**src/rtl/wdt_pkg.sv**
```systemverilog
package wdt_pkg;

    localparam int unsigned OFS_MODE  = 32'h00;
    localparam int unsigned OFS_LEN   = 32'h04;
    localparam int unsigned OFS_KICK  = 32'h08;
    localparam int unsigned OFS_SWRST = 32'h14;

    localparam logic [7:0]  MODE_KEY  = 8'h22;
    localparam logic [4:0]  LEN_KEY   = 5'h08;
    localparam logic [31:0] KICK_VAL  = 32'h0000_1971;
    localparam logic [31:0] SWRST_VAL = 32'h0000_1209;
    localparam int unsigned LEN_LSB   = 5;

    typedef struct packed {
        logic dual;
        logic auto_go;
        logic irq_en;
        logic rst_en;
        logic pol_high;
        logic en;
    } mode_t;

endpackage

```
**src/rtl/wdt_regs.sv**
```systemverilog
module wdt_regs
    import wdt_pkg::*;
#(
    parameter int unsigned ADDR_W  = 8,
    parameter int unsigned LEN_W   = 11,
    parameter int unsigned LEN_RST = 64
) (
    input  logic              clk,
    input  logic              rst_n,
    input  logic              wr_en,
    input  logic [ADDR_W-1:0] wr_addr,
    input  logic [31:0]       wr_data,
    input  logic [ADDR_W-1:0] rd_addr,
    input  logic [LEN_W-1:0]  cnt,
    output mode_t             mode,
    output logic [LEN_W-1:0]  len,
    output logic              kick,
    output logic              swrst,
    output logic              reload,
    output logic [LEN_W-1:0]  reload_val,
    output logic [31:0]       rd_data
);

    typedef struct packed {
        mode_t             mode;
        logic [LEN_W-1:0]  len;
    } regs_t;

    regs_t cur_q, nxt_d;
    logic  hit_mode, hit_len;
    logic [LEN_W-1:0] new_len;

    always_comb begin
        hit_mode = wr_en && (wr_addr == ADDR_W'(OFS_MODE)) && (wr_data[31:24] == MODE_KEY);
        hit_len  = wr_en && (wr_addr == ADDR_W'(OFS_LEN)) && (wr_data[4:0] == LEN_KEY);
        kick     = wr_en && (wr_addr == ADDR_W'(OFS_KICK)) && (wr_data == KICK_VAL);
        swrst    = wr_en && (wr_addr == ADDR_W'(OFS_SWRST)) && (wr_data == SWRST_VAL);
        new_len  = wr_data[LEN_LSB +: LEN_W];

        nxt_d = cur_q;
        if (hit_mode) begin
            nxt_d.mode.en       = wr_data[0];
            nxt_d.mode.pol_high = wr_data[1];
            nxt_d.mode.rst_en   = wr_data[2];
            nxt_d.mode.irq_en   = wr_data[3];
            nxt_d.mode.auto_go  = wr_data[4];
            nxt_d.mode.dual     = wr_data[6];
        end
        if (hit_len) begin
            nxt_d.len = new_len;
        end

        reload     = kick || (hit_len && cur_q.mode.auto_go);
        reload_val = hit_len ? new_len : cur_q.len;
    end

    always_ff @(posedge clk or negedge rst_n) begin
        if (!rst_n) begin
            cur_q.mode <= '0;
            cur_q.len  <= LEN_W'(LEN_RST);
        end else begin
            cur_q <= nxt_d;
        end
    end

    always_comb begin
        mode = cur_q.mode;
        len  = cur_q.len;
        if (rd_addr == ADDR_W'(OFS_MODE)) begin
            rd_data = {25'd0, cur_q.mode.dual, 1'b0, cur_q.mode.auto_go,
                       cur_q.mode.irq_en, cur_q.mode.rst_en,
                       cur_q.mode.pol_high, cur_q.mode.en};
        end else if (rd_addr == ADDR_W'(OFS_LEN)) begin
            rd_data = 32'(cur_q.len) << LEN_LSB;
        end else if (rd_addr == ADDR_W'(OFS_KICK)) begin
            rd_data = 32'(cnt);
        end else begin
            rd_data = '0;
        end
    end

endmodule

```
**src/rtl/wdt_count.sv**
```systemverilog
module wdt_count #(
    parameter int unsigned LEN_W      = 11,
    parameter int unsigned LEN_RST    = 64,
    parameter int unsigned UNIT_TICKS = 512
) (
    input  logic             clk,
    input  logic             rst_n,
    input  logic             en,
    input  logic             tick,
    input  logic             reload,
    input  logic [LEN_W-1:0] reload_val,
    input  logic [LEN_W-1:0] len,
    output logic [LEN_W-1:0] cnt,
    output logic             expire
);

    localparam int unsigned PRE_W = (UNIT_TICKS > 2) ? $clog2(UNIT_TICKS) : 1;
    localparam logic [PRE_W-1:0] PRE_LAST = PRE_W'(UNIT_TICKS - 1);

    typedef struct packed {
        logic [PRE_W-1:0] pre;
        logic [LEN_W-1:0] cnt;
    } cnt_t;

    cnt_t cur_q, nxt_d;
    logic unit_done;

    always_comb begin
        unit_done = en && tick && (cur_q.pre == PRE_LAST);
        expire    = unit_done && (cur_q.cnt <= LEN_W'(1)) && !reload;

        nxt_d = cur_q;
        if (reload) begin
            nxt_d.cnt = reload_val;
            nxt_d.pre = '0;
        end else if (en && tick) begin
            if (unit_done) begin
                nxt_d.pre = '0;
                nxt_d.cnt = (cur_q.cnt <= LEN_W'(1)) ? len : cur_q.cnt - LEN_W'(1);
            end else begin
                nxt_d.pre = cur_q.pre + PRE_W'(1);
            end
        end
        cnt = cur_q.cnt;
    end

    always_ff @(posedge clk or negedge rst_n) begin
        if (!rst_n) begin
            cur_q.pre <= '0;
            cur_q.cnt <= LEN_W'(LEN_RST);
        end else begin
            cur_q <= nxt_d;
        end
    end

endmodule

```
**src/rtl/wdt_resp.sv**
```systemverilog
module wdt_resp #(
    parameter int unsigned RST_PULSE = 8
) (
    input  logic clk,
    input  logic rst_n,
    input  logic dual,
    input  logic irq_en,
    input  logic rst_en,
    input  logic pol_high,
    input  logic expire,
    input  logic kick,
    input  logic swrst,
    output logic irq,
    output logic pulse_on,
    output logic rst_out
);

    localparam int unsigned PC_W = $clog2(RST_PULSE + 1);

    typedef struct packed {
        logic            irq;
        logic            stage;
        logic [PC_W-1:0] pcnt;
    } resp_t;

    resp_t cur_q, nxt_d;
    logic  fire;

    always_comb begin
        nxt_d = cur_q;
        fire  = 1'b0;
        if (kick) begin
            nxt_d.irq   = 1'b0;
            nxt_d.stage = 1'b0;
        end
        if (expire) begin
            if (dual) begin
                if (!cur_q.stage) begin
                    nxt_d.irq   = 1'b1;
                    nxt_d.stage = 1'b1;
                end else begin
                    nxt_d.stage = 1'b0;
                    fire        = rst_en;
                end
            end else begin
                nxt_d.irq = cur_q.irq || irq_en;
                fire      = rst_en;
            end
        end
        if (swrst) begin
            fire = 1'b1;
        end
        if (fire) begin
            nxt_d.pcnt = PC_W'(RST_PULSE);
        end else if (cur_q.pcnt != '0) begin
            nxt_d.pcnt = cur_q.pcnt - PC_W'(1);
        end

        irq      = cur_q.irq;
        pulse_on = (cur_q.pcnt != '0);
        rst_out  = pol_high ? pulse_on : !pulse_on;
    end

    always_ff @(posedge clk or negedge rst_n) begin
        if (!rst_n) begin
            cur_q <= '0;
        end else begin
            cur_q <= nxt_d;
        end
    end

endmodule

```
**src/rtl/wdt_keyed.sv**
```systemverilog
module wdt_keyed
    import wdt_pkg::*;
#(
    parameter int unsigned ADDR_W     = 8,
    parameter int unsigned LEN_W      = 11,
    parameter int unsigned LEN_RST    = 64,
    parameter int unsigned UNIT_TICKS = 512,
    parameter int unsigned RST_PULSE  = 8
) (
    input  logic              clk,
    input  logic              rst_n,
    input  logic              tick_i,
    input  logic              wr_en_i,
    input  logic [ADDR_W-1:0] wr_addr_i,
    input  logic [31:0]       wr_data_i,
    input  logic [ADDR_W-1:0] rd_addr_i,
    output logic [31:0]       rd_data_o,
    output logic              irq_o,
    output logic              wdt_rst_o
);

    mode_t            mode;
    logic [LEN_W-1:0] len;
    logic [LEN_W-1:0] cnt;
    logic [LEN_W-1:0] reload_val;
    logic             kick, swrst, reload, expire, pulse_on;

    wdt_regs #(
        .ADDR_W  (ADDR_W),
        .LEN_W   (LEN_W),
        .LEN_RST (LEN_RST)
    ) u_regs (
        .clk        (clk),
        .rst_n      (rst_n),
        .wr_en      (wr_en_i),
        .wr_addr    (wr_addr_i),
        .wr_data    (wr_data_i),
        .rd_addr    (rd_addr_i),
        .cnt        (cnt),
        .mode       (mode),
        .len        (len),
        .kick       (kick),
        .swrst      (swrst),
        .reload     (reload),
        .reload_val (reload_val),
        .rd_data    (rd_data_o)
    );

    wdt_count #(
        .LEN_W      (LEN_W),
        .LEN_RST    (LEN_RST),
        .UNIT_TICKS (UNIT_TICKS)
    ) u_count (
        .clk        (clk),
        .rst_n      (rst_n),
        .en         (mode.en),
        .tick       (tick_i),
        .reload     (reload),
        .reload_val (reload_val),
        .len        (len),
        .cnt        (cnt),
        .expire     (expire)
    );

    wdt_resp #(
        .RST_PULSE (RST_PULSE)
    ) u_resp (
        .clk      (clk),
        .rst_n    (rst_n),
        .dual     (mode.dual),
        .irq_en   (mode.irq_en),
        .rst_en   (mode.rst_en),
        .pol_high (mode.pol_high),
        .expire   (expire),
        .kick     (kick),
        .swrst    (swrst),
        .irq      (irq_o),
        .pulse_on (pulse_on),
        .rst_out  (wdt_rst_o)
    );

endmodule

```
**config.mk**
```make
export PLATFORM = sky130hd
export DESIGN_NAME = wdt_keyed
export DESIGN_NICKNAME = d
export VERILOG_FILES = /design/src/rtl/wdt_pkg.sv /design/src/rtl/wdt_regs.sv /design/src/rtl/wdt_count.sv /design/src/rtl/wdt_resp.sv /design/src/rtl/wdt_keyed.sv
export SDC_FILE = /design/constraint.sdc
export NUM_CORES = 1
export LEC_CHECK = 0
export ABC_CLOCK_PERIOD_IN_PS = 7100
export BUFFER_PORTS_ARGS = -buffer_cell sky130_fd_sc_hd__clkbuf_2
export CELL_PAD_IN_SITES_DETAIL_PLACEMENT = 1
export CELL_PAD_IN_SITES_GLOBAL_PLACEMENT = 1
export CORE_MARGIN = 2
export CORE_UTILIZATION = 42
export CTS_BUF_LIST = sky130_fd_sc_hd__clkbuf_16
export DETAILED_ROUTE_END_ITERATION = 7
export GPL_ROUTABILITY_DRIVEN = 0
export HOLD_SLACK_MARGIN = 0.1
export PLACE_DENSITY_LB_ADDON = 0.3
export SETUP_SLACK_MARGIN = 0.02
export SLEW_MARGIN = 20
export SYNTH_ARGS = -nofsm -noshare
export SYNTH_HDL_FRONTEND = slang
export SYNTH_SLANG_ARGS = --single-unit
```
**constraint.sdc**
```tcl
create_clock -name clk -period 7.1 [get_ports clk]
set_input_delay 1.065 -clock clk [delete_from_list [all_inputs] [get_ports clk]]
set_output_delay 1.065 -clock clk [all_outputs]
set_load 0.03 [all_outputs]
```
* After elaboration in Yosys (flattened, before gate mapping)
Cells that the tools add are included.
Word-level totals: output and inout port bits 34, register bits after elaboration 43
Operators by class: equality and inequality tests 10, multiplexer cells 22, $add $sub $neg 3, reductions and logical operators 24, order comparisons 1
Operators with widths (number):
- $eq A32 B13 Y1 const B | 2
- $mux W32 | 2
- $mux W11 | 4
- $mux W20 | 2
- $eq A8 B3 Y1 const B | 2
- $eq A8 B4 Y1 const B | 2
- $logic_not A8 Y1 | 2
- $logic_and A1 B1 Y1 | 13
- $le A11 B1 Y1 const B | 1
- $sub A11 B1 Y11 const B | 1
- $add A9 B1 Y9 const B | 1
- $eq A9 B9 Y1 const B | 1
- $mux W1 | 9
- $mux W9 | 1
- $eq A8 B5 Y1 const B | 1
- $eq A8 B6 Y1 const B | 1
- $mux W4 | 2
- $reduce_bool A2 Y1 | 3
- $eq A5 B4 Y1 const B | 1
- $mux W2 | 2
- $reduce_bool A4 Y1 | 1
- $sub A4 B1 Y4 const B | 1
- $logic_not A1 Y1 | 2
- $logic_or A1 B1 Y1 | 2
- $reduce_and A2 Y1 | 1

* Depth between registers and ports, before layout
depth after elaboration 10, mapped depth 11, depth with buffers taken out 10

* By module
Synthesis repeated with hierarchy kept, for this count alone.
Second synthesis, totals: cells, all modules 305, area total of the unflattened synthesis 2944.1 µm²
By module, submodules not included:
- wdt_count | area an instance 1441.4 µm², cells an instance 165, times used 1
- wdt_regs | area an instance 1184.9 µm², cells an instance 109, times used 1
- wdt_resp | area an instance 317.8 µm², cells an instance 31, times used 1

* Least setup slack after synthesis
Ideal clock, no wire load.
path type input port to output port, from in rd_addr_i[5], to out rd_data_o[10], path slack 3636 ps, cell stages on the path 4, data arrival time 2399 ps, cell sequence nor4_1 nand2_1 nor3b_1 a32o_1
On the way: longest elaborated chain between the ends 4, elaborated cells between the ends (all ways) 6, those cells by class eq/ne: 2; mux: 3; reduce/logical: 1
RTL lines:
- start, declared | RTL line wdt_keyed.sv:16 | input logic [ADDR_W-1:0] rd_addr_i,
- $eq A8 B4 Y1 | RTL line wdt_regs.sv:75 | end else if (rd_addr == ADDR_W'(OFS_KICK)) begin
- $mux W11 | RTL line wdt_regs.sv:75
- $mux W32 | RTL line wdt_regs.sv:73 | end else if (rd_addr == ADDR_W'(OFS_LEN)) begin
- $mux W32 (*) | RTL line wdt_regs.sv:69 | if (rd_addr == ADDR_W'(OFS_MODE)) begin
- end, declared | RTL line wdt_keyed.sv:17 | output logic [31:0] rd_data_o,
Every way passes the cells marked *; elsewhere a longest branch is shown, timed or not.

* Worst setup path after layout
from in rd_addr_i[5], to out rd_data_o[9]
Same word-level chain as after synthesis.

==> impl_metrics.env <==
export IMPL_power_leakage_uw=0.00174
export IMPL_syn_inst=302
export IMPL_fin_skew_ns=0.00586
export IMPL_grt_max_degree=44
export IMPL_numCtsBuffers=5
export IMPL_drv_cap=0
export IMPL_grt_usage_pct=22.2
export IMPL_synth_cell_area_um2=2940
export IMPL_antenna_cells=0
export IMPL_fmax_ghz=0.285
export IMPL_initialDrtViolationCount=82
export IMPL_critical_path_max_stage_delay_ns=0.29
export IMPL_fp_dieW_um=87.6
export IMPL_fp_coreArea_um2=6790
export IMPL_crit_chain="clkbuf_2 > nor4_1 > nand2_1 > nor3b_1 > buf_4 > a32o_1 > clkbuf_2"
export IMPL_reg2reg_to="u_resp.cur_q[3]"
export IMPL_syn_to_final_growth_pct=17.5
export IMPL_syn_avg_cell_area_um2=9.72
export IMPL_async_flop_share_pct=100
export IMPL_cts_max_path_buffers=2
export IMPL_cpLargestDelayFamily="simple AND/OR/NAND/NOR gates"
export IMPL_die_area_um2=7680
export IMPL_critical_path_buf_inv_count=3
export IMPL_initial_core_util_pct=43.2
export IMPL_fin_crit_sh_pct=49.4
export IMPL_cts_sinks=43
export IMPL_synth_yosys_seq_area_share_pct=36.7
export IMPL_worstSetupStartpointType="input pin"
export IMPL_fin_setup_tns_ns=0
export IMPL_hold_class="reg -> reg"
export IMPL_grt_setup_unrepaired="no"
export IMPL_fillers=802
export IMPL_crit_arrival_ns=2.45
export IMPL_dieHeight_um=87.6
export IMPL_insertion_delay_ns=0.29
export IMPL_ys_types=61
export IMPL_grt_pass1_wl_um=13200
export IMPL_synth_seq_cells=43
export IMPL_crit_required_ns=6.03
export IMPL_drtPass1Iterations=5
export IMPL_wire_per_inst_um=17.6
export IMPL_ant_nets=0
export IMPL_r2r_slack_ns=3.96
export IMPL_crit_end="rd_data_o[9]"
export IMPL_crit_path_end_kind="primary output"
export IMPL_placed_cell_area_um2=3310
export IMPL_htreeDepth=2
export IMPL_worstSetupStartpoint="rd_addr_i[5]"
export IMPL_antenna_found_initial=0
export IMPL_dp_final_hpwl_um=6220
export IMPL_max_slew_margin_pct=38.8
export IMPL_final_area_um2=3450
export IMPL_outcome="completed"
export IMPL_grt_pass1_vias=2623
export IMPL_routed_wl_um=8240
export IMPL_cts_root_buf="clkbuf_16"
export IMPL_place_ws_ns=3.60
export IMPL_cp_common_cell="clkbuf_2"
export IMPL_fin_ws_ns=3.59
export IMPL_clk_pin_slew_worst_paths_ns=0.06
export IMPL_vias=2599
export IMPL_fp_row_count=30
export IMPL_yosys_warnings=0
export IMPL_cp_max_fo=9
export IMPL_post_cts_buffers=0
export IMPL_power_density_nw_per_um2=149
export IMPL_grt_remaining_overflow=0
export IMPL_synth_edf_count=0
export IMPL_peakVddDrop_uv=77.1
export IMPL_path_depth=7
export IMPL_io_pins=86
export IMPL_nets=430
export IMPL_slowest_stage="nor3b_1"
export IMPL_ctsResizeCount=0
export IMPL_setup_viol=0
export IMPL_hold_viol=0
export IMPL_synth_flop_cell="dfrtp_1"
export IMPL_final_max_slew_viol_count=0
export IMPL_critPathKind="in -> out"
export IMPL_reg2reg_from="u_count.cur_q[11]"
export IMPL_via_per_inst=5.54
export IMPL_worstMarginPinSlew_ns=0.919
export IMPL_drive_gt1_share_pct=31.4
export IMPL_cts_tree="done"
export IMPL_io_buffers=69
export IMPL_hp_start="u_resp.irq"
export IMPL_r2r_worst_path_cells=10
export IMPL_drcViolationCount=0
export IMPL_cts_hold_buf=0
export IMPL_fin_crit_ns=3.51
cell usage after synthesis (all sizes together) (3+ instances only):
| master | instances | area, µm² |
|---|---|---|
| dfrtp | 41 | 1030 |
| nor2 | 28 | 105 |
| buf | 22 | 164 |
| mux2 | 22 | 274 |
| a21oi | 17 | 88.8 |
| nand2 | 17 | 66.3 |
| inv | 15 | 56.3 |
| mux2i | 14 | 140 |
| nor4 | 13 | 143 |
| o21ai | 12 | 60.1 |
| nor3 | 10 | 50.1 |
| and2 | 7 | 43.8 |
| and3 | 6 | 37.5 |
| ha | 6 | 75.1 |
| nor3b | 6 | 45.0 |
| or3 | 6 | 38.8 |
| a32o | 5 | 50.1 |
| nand4 | 5 | 46.3 |
| o22a | 5 | 43.8 |
| a22oi | 4 | 30.0 |
| nand3 | 4 | 20.0 |
| a2bb2oi | 3 | 26.3 |
how the worst min path moves through the flow:
stage                     depth (start not counted)            end
after global placement                            1     u_resp.irq
after floorplan                                   2  u_regs.len[7]
after global routing                              1     u_resp.irq
final                                             1     u_resp.irq
after detailed placement                          1     u_resp.irq
after CTS                                         1     u_resp.irq
per-stage QoR:
step	cells	utilization [%]	power [µW]	hold WS, ns
2_1_floorplan	317	-	274	0.479
3_3_place_gp	461	48.7	293	0.499
3_5_place_dp	461	48.7	294	0.500
4_1_cts	469	50.8	518	0.515
5_1_grt	469	50.8	529	0.531
6_report	469	50.8	513	0.514
power breakdown:
| part | internal, µW | switching, µW |
|---|---|---|
| Sequential | 245 | 0.180 |
| Combinational | 14.2 | 29.6 |
| Clock | 128 | 95.0 |
layer usage:
layer  global-route usage, %  vias to the layer above  part of all wire [%]
met4                    6.01                        0                  0.83
met1                    29.0                     1290                    44
met2                    38.8                       82                    50
met3                    2.92                        8                   5.4
li1                        -                     1219                     -
met5                       0                        -                     0
final cells by class:
| cell class | count | area (µm²) | area share [%] |
|---|---|---|---|
| Inverter | 15 | 56.3 | 1.63 |
| Timing Repair Buffer | 72 | 368 | 10.7 |
| Clock buffer | 5 | 125 | 3.63 |
| Clock inverter | 3 | 16.3 | 0.471 |
| Sequential cell | 43 | 1080 | 31.3 |
| Multi-Input combinational cell | 235 | 1690 | 48.9 |
| Tap cell | 96 | 120 | 3.48 |
sequential cells by signal (all words and copies together) (netlist names):
| signal | count |
|---|---|
| u_count.cnt | 11 |
| u_count.cur_q | 9 |
| u_regs.len | 11 |
| u_regs.mode | 6 |
| u_resp.cur_q | 5 |
| u_resp.irq | 1 |
cells by family (layout without fill, tap and decap cells):
logic type	Yosys count	after routing	synth area share [%]
XOR/XNOR	3	3	0.895
multiplexers	36	36	14.1
flip-flops	43	43	36.7
other	1	16	0.128
AO/OA/AOI/OAI	59	59	13.9
adder cells (fa/ha/maj)	6	6	2.56
AND/OR/NAND/NOR	115	115	23.9
buffers and inverters	39	95	7.75
cells in the final DEF, fill, tap and decap left out, types with 3 or more instances in the layout:
master,Yosys,final
buf_4,17,3
o22a_1,5,5
nor4_1,6,6
a22oi_1,4,4
dfrtp_1,41,41
inv_1,15,16
ha_1,6,6
a21oi_1,16,16
clkbuf_2,0,69
conb_1,1,16
nand3_1,4,4
a2bb2oi_1,3,3
clkbuf_16,0,5
and2_1,7,7
nand2_1,16,16
nor2_1,28,28
a32o_1,5,5
nor3_1,10,10
mux2i_1,14,14
nor4_2,5,5
nor3b_1,6,6
mux2_2,15,15
mux2_4,7,7
nand4_1,4,4
or3_1,5,5
and3_1,6,6
o21ai_0,10,10
(Power assumes the default switching activity.)
